`src/rtl/dma_pkg.sv`:
```
package dma_pkg;
    localparam int ADDR_W = 32;
    localparam int DATA_W = 32;
    localparam int REG_W  = 32;

    localparam logic [2:0] REG_SRC    = 3'd0;
    localparam logic [2:0] REG_DST    = 3'd1;
    localparam logic [2:0] REG_STRIDE = 3'd2;
    localparam logic [2:0] REG_COUNT  = 3'd3;
    localparam logic [2:0] REG_CTRL   = 3'd4;
    localparam logic [2:0] REG_STATUS = 3'd5;

    typedef enum logic [1:0] {
        ST_IDLE = 2'd0,
        ST_RD   = 2'd1,
        ST_WAIT = 2'd2,
        ST_WR   = 2'd3
    } eng_state_e;

    // One element's worth of addressing, captured at grant time
    typedef struct packed {
        logic [ADDR_W-1:0] src;
        logic [ADDR_W-1:0] dst;
        logic [1:0]        size;
    } xfer_t;

    // log2 of the element size in bytes; code 3 is treated as 4 bytes
    function automatic logic [1:0] size_shift(input logic [1:0] code);
        return (code == 2'd3) ? 2'd2 : code;
    endfunction
endpackage

```
`src/rtl/dma_rr_arb.sv`:
```
module dma_rr_arb
    import dma_pkg::*;
#(
    parameter int NCH  = 4,
    localparam int CH_W = $clog2(NCH)
) (
    input  logic [NCH-1:0]  req,
    input  logic [CH_W-1:0] ptr,
    output logic            any,
    output logic [CH_W-1:0] gnt
);
    // Walk backwards so the smallest offset from ptr wins
    always_comb begin
        any = 1'b0;
        gnt = '0;
        for (int i = NCH - 1; i >= 0; i--) begin
            if (req[(int'(ptr) + i) % NCH]) begin
                any = 1'b1;
                gnt = CH_W'((int'(ptr) + i) % NCH);
            end
        end
    end
endmodule

```
`src/rtl/dma_chan.sv`:
```
module dma_chan
    import dma_pkg::*;
#(
    parameter int CNT_W  = 16,
    parameter int RATE_W = 8
) (
    input  logic             clk,
    input  logic             rst,
    input  logic             wr_en,
    input  logic [2:0]       wr_reg,
    input  logic [REG_W-1:0] wr_data,
    input  logic [2:0]       rd_reg,
    input  logic             adv,
    output logic             eligible,
    output xfer_t            cur,
    output logic [REG_W-1:0] rd_data,
    output logic             done
);
    logic [ADDR_W-1:0] src_q, dst_q, stride_q, cur_src_q, cur_dst_q;
    logic [CNT_W-1:0]  cnt_q, rem_q;
    logic [RATE_W-1:0] rate_q, gap_q;
    logic [1:0]        size_q;
    logic              loop_q, en_q, done_q;
    logic [ADDR_W-1:0] step;

    assign step     = stride_q << size_shift(size_q);
    assign eligible = en_q && (gap_q == '0);
    assign done     = done_q;
    assign cur      = '{src: cur_src_q, dst: cur_dst_q, size: size_q};

    always_ff @(posedge clk) begin
        if (rst) begin
            src_q <= '0; dst_q <= '0; stride_q <= '0; cnt_q <= '0;
            cur_src_q <= '0; cur_dst_q <= '0; rem_q <= '0;
            rate_q <= '0; gap_q <= '0; size_q <= '0;
            loop_q <= 1'b0; en_q <= 1'b0; done_q <= 1'b0;
        end else begin
            if (gap_q != '0) gap_q <= gap_q - 1'b1;
            if (wr_en) begin
                case (wr_reg)
                    REG_SRC:    if (!en_q) src_q <= wr_data;
                    REG_DST:    if (!en_q) dst_q <= wr_data;
                    REG_STRIDE: if (!en_q) stride_q <= wr_data;
                    REG_COUNT:  if (!en_q) cnt_q <= wr_data[CNT_W-1:0];
                    REG_CTRL: begin
                        en_q <= wr_data[0];
                        if (!en_q) begin
                            loop_q <= wr_data[1];
                            size_q <= wr_data[3:2];
                            rate_q <= wr_data[8 +: RATE_W];
                            if (wr_data[0]) begin
                                cur_src_q <= src_q;
                                cur_dst_q <= dst_q;
                                rem_q     <= cnt_q;
                                gap_q     <= '0;
                                if (cnt_q == '0) begin
                                    en_q   <= 1'b0;
                                    done_q <= 1'b1;
                                end
                            end
                        end
                    end
                    REG_STATUS: if (wr_data[0]) done_q <= 1'b0;
                    default: ;
                endcase
            end
            if (adv) begin
                gap_q <= rate_q;
                if (rem_q <= CNT_W'(1)) begin
                    if (loop_q) begin
                        cur_src_q <= src_q;
                        cur_dst_q <= dst_q;
                        rem_q     <= cnt_q;
                    end else begin
                        rem_q  <= '0;
                        en_q   <= 1'b0;
                        done_q <= 1'b1;
                    end
                end else begin
                    rem_q     <= rem_q - 1'b1;
                    cur_src_q <= cur_src_q + step;
                    cur_dst_q <= cur_dst_q + step;
                end
            end
        end
    end

    always_comb begin
        rd_data = '0;
        case (rd_reg)
            REG_SRC:    rd_data = src_q;
            REG_DST:    rd_data = dst_q;
            REG_STRIDE: rd_data = stride_q;
            REG_COUNT:  rd_data[CNT_W-1:0] = cnt_q;
            REG_CTRL: begin
                rd_data[0]            = en_q;
                rd_data[1]            = loop_q;
                rd_data[3:2]          = size_q;
                rd_data[8 +: RATE_W]  = rate_q;
            end
            REG_STATUS: begin
                rd_data[0]            = done_q;
                rd_data[1]            = en_q;
                rd_data[16 +: CNT_W]  = rem_q;
            end
            default: rd_data = '0;
        endcase
    end
endmodule

```
`src/rtl/dma_engine.sv`:
```
module dma_engine
    import dma_pkg::*;
#(
    parameter int NCH    = 4,
    parameter int CNT_W  = 16,
    parameter int RATE_W = 8,
    localparam int CH_W  = $clog2(NCH),
    localparam int CA_W  = CH_W + 3
) (
    input  logic              clk,
    input  logic              rst,
    input  logic              cfg_we,
    input  logic [CA_W-1:0]   cfg_addr,
    input  logic [REG_W-1:0]  cfg_wdata,
    output logic [REG_W-1:0]  cfg_rdata,
    output logic [NCH-1:0]    done_o,
    output logic              rd_req_valid,
    input  logic              rd_req_ready,
    output logic [ADDR_W-1:0] rd_req_addr,
    output logic [1:0]        rd_req_size,
    input  logic              rd_rsp_valid,
    input  logic [DATA_W-1:0] rd_rsp_data,
    output logic              wr_valid,
    input  logic              wr_ready,
    output logic [ADDR_W-1:0] wr_addr,
    output logic [DATA_W-1:0] wr_data,
    output logic [1:0]        wr_size
);
    eng_state_e        state_q;
    logic [CH_W-1:0]   gnt_q, ptr_q, arb_gnt;
    logic              arb_any;
    xfer_t             elem_q;
    logic [DATA_W-1:0] data_q;
    logic [NCH-1:0]    elig;
    xfer_t             ctx [NCH];
    logic [REG_W-1:0]  rdv [NCH];
    logic              wr_fire;

    assign wr_fire = (state_q == ST_WR) && wr_ready;

    for (genvar c = 0; c < NCH; c++) begin : g_ch
        dma_chan #(.CNT_W(CNT_W), .RATE_W(RATE_W)) u_ch (
            .clk      (clk),
            .rst      (rst),
            .wr_en    (cfg_we && (cfg_addr[CA_W-1:3] == CH_W'(c))),
            .wr_reg   (cfg_addr[2:0]),
            .wr_data  (cfg_wdata),
            .rd_reg   (cfg_addr[2:0]),
            .adv      (wr_fire && (gnt_q == CH_W'(c))),
            .eligible (elig[c]),
            .cur      (ctx[c]),
            .rd_data  (rdv[c]),
            .done     (done_o[c])
        );
    end

    dma_rr_arb #(.NCH(NCH)) u_arb (
        .req (elig),
        .ptr (ptr_q),
        .any (arb_any),
        .gnt (arb_gnt)
    );

    assign cfg_rdata    = rdv[cfg_addr[CA_W-1:3]];
    assign rd_req_valid = (state_q == ST_RD);
    assign rd_req_addr  = elem_q.src;
    assign rd_req_size  = elem_q.size;
    assign wr_valid     = (state_q == ST_WR);
    assign wr_addr      = elem_q.dst;
    assign wr_data      = data_q;
    assign wr_size      = elem_q.size;

    always_ff @(posedge clk) begin
        if (rst) begin
            state_q <= ST_IDLE;
            gnt_q   <= '0;
            ptr_q   <= '0;
            elem_q  <= '0;
            data_q  <= '0;
        end else begin
            case (state_q)
                ST_IDLE: if (arb_any) begin
                    gnt_q   <= arb_gnt;
                    elem_q  <= ctx[arb_gnt];
                    state_q <= ST_RD;
                end
                ST_RD:   if (rd_req_ready) state_q <= ST_WAIT;
                ST_WAIT: if (rd_rsp_valid) begin
                    data_q  <= rd_rsp_data;
                    state_q <= ST_WR;
                end
                ST_WR:   if (wr_ready) begin
                    ptr_q   <= CH_W'((int'(gnt_q) + 1) % NCH);
                    state_q <= ST_IDLE;
                end
                default: state_q <= ST_IDLE;
            endcase
        end
    end
endmodule

```
`config.mk`:
```
export PLATFORM = sky130hd
export DESIGN_NAME = dma_engine
export DESIGN_NICKNAME = d
export VERILOG_FILES = /design/src/rtl/dma_pkg.sv /design/src/rtl/dma_rr_arb.sv /design/src/rtl/dma_chan.sv /design/src/rtl/dma_engine.sv
export SDC_FILE = /design/constraint.sdc
export NUM_CORES = 2
export LEC_CHECK = 0
export ABC_CLOCK_PERIOD_IN_PS = 4710
export BUFFER_PORTS_ARGS = -buffer_cell sky130_fd_sc_hd__clkbuf_2
export CAP_MARGIN = 30
export CORE_ASPECT_RATIO = 2
export CORE_MARGIN = 2
export CORE_UTILIZATION = 45
export DETAILED_ROUTE_END_ITERATION = 12
export PLACE_DENSITY = 0.73
export SLEW_MARGIN = 5
export SYNTH_ARGS = -nofsm -noshare
export SYNTH_HDL_FRONTEND = slang
export SYNTH_SLANG_ARGS = --single-unit
```
`constraint.sdc`:
```
create_clock -name clk -period 4.71 [get_ports clk]
set_clock_uncertainty 0.1 [all_clocks]
set_input_delay 0.471 -clock clk [delete_from_list [all_inputs] [get_ports clk]]
set_output_delay 0.471 -clock clk [all_outputs]
set_load 0.02 [all_outputs]
```
; After elaboration in Yosys (flattened, before gate mapping)
; Index checks and enable logic that the tools add are counted.
[classes]
order_cmp = 10
bitwise = 9
mux = 230
reduce_logical = 72
n_addsub = 20
shift = 4
n_eq_ne = 26
[op_table]
columns = operator, count
row1 = 32-bit two-way mux, 58
row2 = 16-bit two-way mux, 28
row3 = 32-bit adder, 8
row4 = 16-bit one-hot mux with 4 select lines, 4
row5 = 8-bit two-way mux, 24
row6 = 8-bit one-hot mux with 5 select lines, 4
row7 = 66-bit binary-select mux with 2-bit select, 1
row8 = 66-bit two-way mux, 2
row9 = 32-bit by 2-bit << shifter with 32-bit output, 4
row10 = 1-bit two-way mux, 75
row11 = 32-bit binary-select mux with 2-bit select, 1
row12 = "16-bit by 1-bit <= comparator with 1-bit output, second input constant", 4
row13 = 16-bit zero test, 4
row14 = 4-bit one-hot mux with 4 select lines, 4
row15 = "16-bit by 1-bit subtractor with 16-bit output, second input constant", 4
row16 = 3-bit AND reduction, 20
row17 = 2-bit one-hot mux with 6 select lines, 4
row18 = 2-bit one-hot mux with 5 select lines, 4
row19 = 8-bit zero test, 4
row20 = 8-bit nonzero test, 4
row21 = "8-bit by 1-bit subtractor with 8-bit output, second input constant", 4
row22 = 2-bit two-way mux, 12
row23 = 2-bit nonzero test, 12
row24 = "2-bit equality test, second input constant", 10
row25 = 23 further kinds, 72
[word_totals]
input_bits = 75
out_inout_bits = 138
register_bits = 956

; Logic depth before layout (Yosys ltp)
[logic_depth]
ltp_word = 14
ltp_mapped = 16
mapped_depth_nobuf = 14

; Hierarchy
; A second synthesis with hierarchy kept.
[hier_totals]
cells_unflattened = 7969
hier_area_um2 = 62143.4
[modules_own_cells]
columns = module, cells_each, seq_area_each_um2, n_inst, area_each_um2
row1 = dma_chan (g_ch[0].u_ch), 1990, 4264.1, 1, 14737.9
row2 = dma_chan (g_ch[3].u_ch), 1885, 4264.1, 1, 14213.6
row3 = dma_chan (g_ch[2].u_ch), 1787, 4264.1, 1, 13704.4
row4 = dma_chan (g_ch[1].u_ch), 1689, 4264.1, 1, 13264.0
row5 = dma_engine, 605, 2082.0, 1, 6145.9
row6 = dma_rr_arb, 13, 0.0, 1, 77.6

; Worst setup path after synthesis
; No wires, ideal clock.
[synth_path]
path_type = reg-to-reg
start = register g_ch[1].u_ch.size_q[0]
end = register g_ch[1].u_ch.cur_src_q[26]
required_time_ns = 4.474
stages_incl_launch_ff = 16
path_slack_ns = 0.770
period_less_slack_ns = 3.940
t_arrival_ns = 3.703
cell_sequence = dfxtp_1 -> buf_2 -> buf_1 -> mux2i_1 -> o21ai_0 -> ha_1 -> nand3_1 -> or4_1 -> a211oi_2 -> o31ai_1 -> o211ai_2 -> a31oi_2 -> or2_1 -> a311oi_2 -> mux2i_1 -> a221oi_2
[synth_between]
elab_chain_len = 6
[synth_lines]
columns = element, line
row1 = from (decl), dma_chan.sv:22  ; logic [1:0] size_q;
row2 = from (signal assigned), dma_chan.sv:49  ; size_q <= wr_data[3:2];
row3 = 2-bit equality test, dma_pkg.sv:29  ; return (code == 2'd3) ? 2'd2 : code;
row4 = 2-bit two-way mux (*), dma_pkg.sv:29
row5 = 32-bit by 2-bit << shifter with 32-bit output (*), dma_chan.sv:26  ; assign step = stride_q << size_shift(size_q);
row6 = 32-bit adder (*), dma_chan.sv:81  ; cur_src_q <= cur_src_q + step;
row7 = 32-bit two-way mux (*), dma_chan.sv:69  ; if (rem_q <= CNT_W'(1)) begin
row8 = 32-bit two-way mux (*), dma_chan.sv:67  ; if (adv) begin
row9 = to (signal assigned), dma_chan.sv:52  ; cur_src_q <= src_q;
row10 = to (signal assigned), dma_chan.sv:71  ; cur_src_q <= src_q;
row11 = to (signal assigned), dma_chan.sv:81
row12 = to (decl), dma_chan.sv:19  ; logic [ADDR_W-1:0] src_q, dst_q, stride_q, cur_src_q, cur_dst_q;
; Mark *: on every way between the ends. The rest lies on a longest branch, timed or not.
; A chain may end at the register's enable or synchronous reset.

; Worst setup path in the final report
; Ends and elaborated chain as after synthesis.

==> flow_summary_export.csv <==
group,metric,value,unit
routing,ant_nets,0,
finish,post_route_cells_drive_above_1_share,10.9,%
routing,routedWlPerCell,30.2,um
finish,area.growth.synth_to_final,12.7,%
critical_path,slowest_stage,"dfxtp_2",
place,dp_cells,9355,
timing,rsz0062_at_grt,"no",
global_routing,grt_pass1_vias,61402,
timing,setup_violations,0,
synthesis,synthTopCellsByCount,"nand2_1 (1717), dfxtp_1 (956), a21oi_1 (940), clkbuf_1 (520), nor2_1 (477)",
place,dpl.hpwl,216000,um
critical_path,end_kind,"flop",
finish,fillCellCount,12610,
synthesis,yosys.cell_types.count,100,
global_routing,grt_first_pass_wirelength,412000,um
cts,clock_path_buffers,3,
critical_path,worstSetupPathType,"flop to flop",
timing,final.setup.tns,0,ns
synthesis,synthTopCellsByArea,"dfxtp_1 (32%), nand2_1 (11%), a21oi_1 (7.9%)",
critical_path,crit_fanout,18,
die,row_count,188,
critical_path,critPathLaunchType,"flop",
timing,timing.fmax,0.219,GHz
timing,period_share,96.8,%
place,port_buffers,212,
synthesis,synth-edff-count,0,
pwr,pwr_density_cell,289,nW/um^2
routing,vias_per_cell,6.66,
synthesis,syn_nets,8110,
outcome,status,"complete, no violations",
synthesis,yosysWarnings,0,
critical_path,worstPathBufferInverterCount,2,
critical_path,cp.required,5.25,ns
critical_path,r2r_slack,0.15,ns
timing,fin_crit,4.56,ns
die,design.die.area,135000,sq um
critical_path,critPathMaxStageDelay,0.78,ns
hold_path,hp-class,"input port to flop",
timing,hold_violations,0,
cts,insertion_delay,0.75,ns
finish,final_cells,9580,
run,cap_violations,0,
cts,cts_buffers,94,
cts,clk_pin_slew,0.07,ns
place,place_congestion,1.07,
die,die_x,261,um
die,die_h,518,um
timing,slew_headroom,26.5,%
synthesis,syn_inst,7742,
synthesis,synth_most_common_cell,"nand2_1",
critical_path,cp.arrival,5.10,ns
pwr,peakVddDrop,0.341,mV
global_routing,grt.total_usage,41.7,%
routing,via_count,63795,
timing,drv_slew,0,
synthesis,ys.flop_type,"dfxtp_1",
cts,htreeDepth,3,
global_routing,grt-ovfl-total,0,
timing,worstMarginPinSlew,1.10,ns
cts,cts_tree,"built",
finish,final_nets,8149,
routing,drt_iter0_markers,8281,
cts,clock_sinks,956,
global_routing,antenna_found_initial,29,
die,start_util,45.3,%
synthesis,synthArstFlopShare,0,%
pwr,p_total,0.0194,W
finish,utilization,51.0,%
synthesis,synth_top_area_share,32.3,%
synthesis,ys_seq_area_share,32.3,%
die,core,131000,sq um
global_routing,grt_max_degree,176,
synthesis,syn_area,59300,sq um
synthesis,yosysTopAreaCell,"dfxtp_1",
routing,drc,0,
routing,detail_route.first_pass.iterations,10,
synthesis,ys_ff_latch,956,
synthesis,synth.avg_cell_area,7.66,sq um
cts,cts_root_buffer,"clkbuf_16",
critical_path,crit_chain,"mux2i_1, o21ai_0, ha_1, nand3_1, or4_1, a211oi_2, o31ai_1, buf_4, o211ai_2, a31oi_2, buf_4, or2_1, a311oi_2, mux2i_1, a221oi_2",
routing,routed_wl,290000,um
pwr,leakage,25.8,nW
die,io_pins,213,
critical_path,cp_top_family,"compound AO/OA/AOI/OAI gates",
-- where the power goes --
part,internal [W],leakage (nW),switching [W]
Combinational,0.000673,16.3,0.00134
Clock,0.00526,1.74,0.00368
Sequential,0.00824,7.71,0.000166
Total,0.0142,25.8,0.00518
-- cell type report --
| cell class | count | area [sq um] | share of cell area, % |
|---|---|---|---|
| inverter | 91 | 342 | 0.511 |
| antenna | 13 | 32.5 | 0.0487 |
| sequential | 956 | 19200 | 28.6 |
| clock inverter | 45 | 853 | 1.28 |
| timing repair buffer | 540 | 3990 | 5.96 |
| multi-input combinational | 6098 | 37600 | 56.3 |
| clock buffer | 127 | 2710 | 4.05 |
| tap | 1710 | 2140 | 3.20 |
-- timing repair --
item | CTS | global route
endpoints found under the setup margin | 5 | 15
pin swaps | 0 | 0
hold endpoints to repair | 33 | 0
resized for setup | 2 | 8
hold buffers | 33 | 0
setup buffers | 0 | 0
-- cell families (layout without fill, tap and decap cells) --
kind of cell	count (synthesis)	after routing	share of synthesized area [%]
AOI/OAI and AO/OA	2503	2503	26.9
buffers and inverters	688	803	4.67
xor gates and xnor gates	253	253	3.73
DFF	956	956	32.3
other	0	13	0
and+or+nand+nor	2716	2716	19.1
muxes	333	333	7.10
adders and majority gates	293	293	6.18
-- state kept, by name, summed over array words and instances, names as in the netlist --
register             cells
g_ch.u_ch.cnt_q         64
g_ch.u_ch.cur_dst_q    128
g_ch.u_ch.cur_src_q    128
g_ch.u_ch.done           4
g_ch.u_ch.dst_q        128
g_ch.u_ch.en_q           4
g_ch.u_ch.gap_q         32
g_ch.u_ch.loop_q         4
g_ch.u_ch.rate_q        32
g_ch.u_ch.rem_q         64
g_ch.u_ch.size_q         8
g_ch.u_ch.src_q        128
g_ch.u_ch.stride_q     128
gnt_q                    2
ptr_q                    2
rd_req_addr             32
rd_req_size              2
state_q                  2
wr_addr                 32
wr_data                 32
-- metal layers --
layer	vias up	track usage, %	share of wire, %
li1	28050	-	-
met1	30198	43.0	32
met2	4111	69.6	47
met3	1416	8.91	9.2
met4	20	38.8	12
met5	-	0	0.046
-- path summary, 6_finish.rpt --
kind	to	cells past startpoint	from
worst min register to register	wr_data[27]	2	wr_data[27]
worst max-delay path	g_ch[1].u_ch.cur_src_q[26]	15	g_ch[1].u_ch.size_q[0]
worst min-delay path	g_ch[2].u_ch.cur_dst_q[13]	2	rst
worst max register to register	g_ch[1].u_ch.cur_src_q[26]	15	g_ch[1].u_ch.size_q[0]
-- worst reg2reg max path, delay by kind of cell (launching register included) --
kind	cells	cell delay, ns
adders and majority gates	1	0.41
DFF	1	0.78
and+or+nand+nor	3	0.99
buffers and inverters	2	0.37
muxes	2	0.39
AOI/OAI and AO/OA	7	1.42
-- layout by cell type (no fill, tap or decap), types with 116 or more instances in the layout --
cell type  synthesis  final
nand2_1         1717   1715
dfxtp_1          956    948
a21oi_1          940    936
nor2_1           477    456
o21ai_0          425    424
ha_1             293    293
a22oi_1          292    292
buf_4             11    263
mux2i_1          245    245
clkbuf_2           0    209
xnor2_1          137    137
nand3_1          138    136
xor2_1           116    116
-- metrics by stage --
stage,hold slack [ns],setup slack (ns),cell area (sq um)
2_1_floorplan,0.345,0.770,59300
3_3_place_gp,0.341,-0.0815,62700
3_5_place_dp,0.346,-0.123,62800
4_1_cts,0.0310,0.0889,66700
5_1_grt,0.0682,0.0226,66800
6_report,0.0480,0.148,66900
Note: power is estimated with default switching activity, not from simulation.
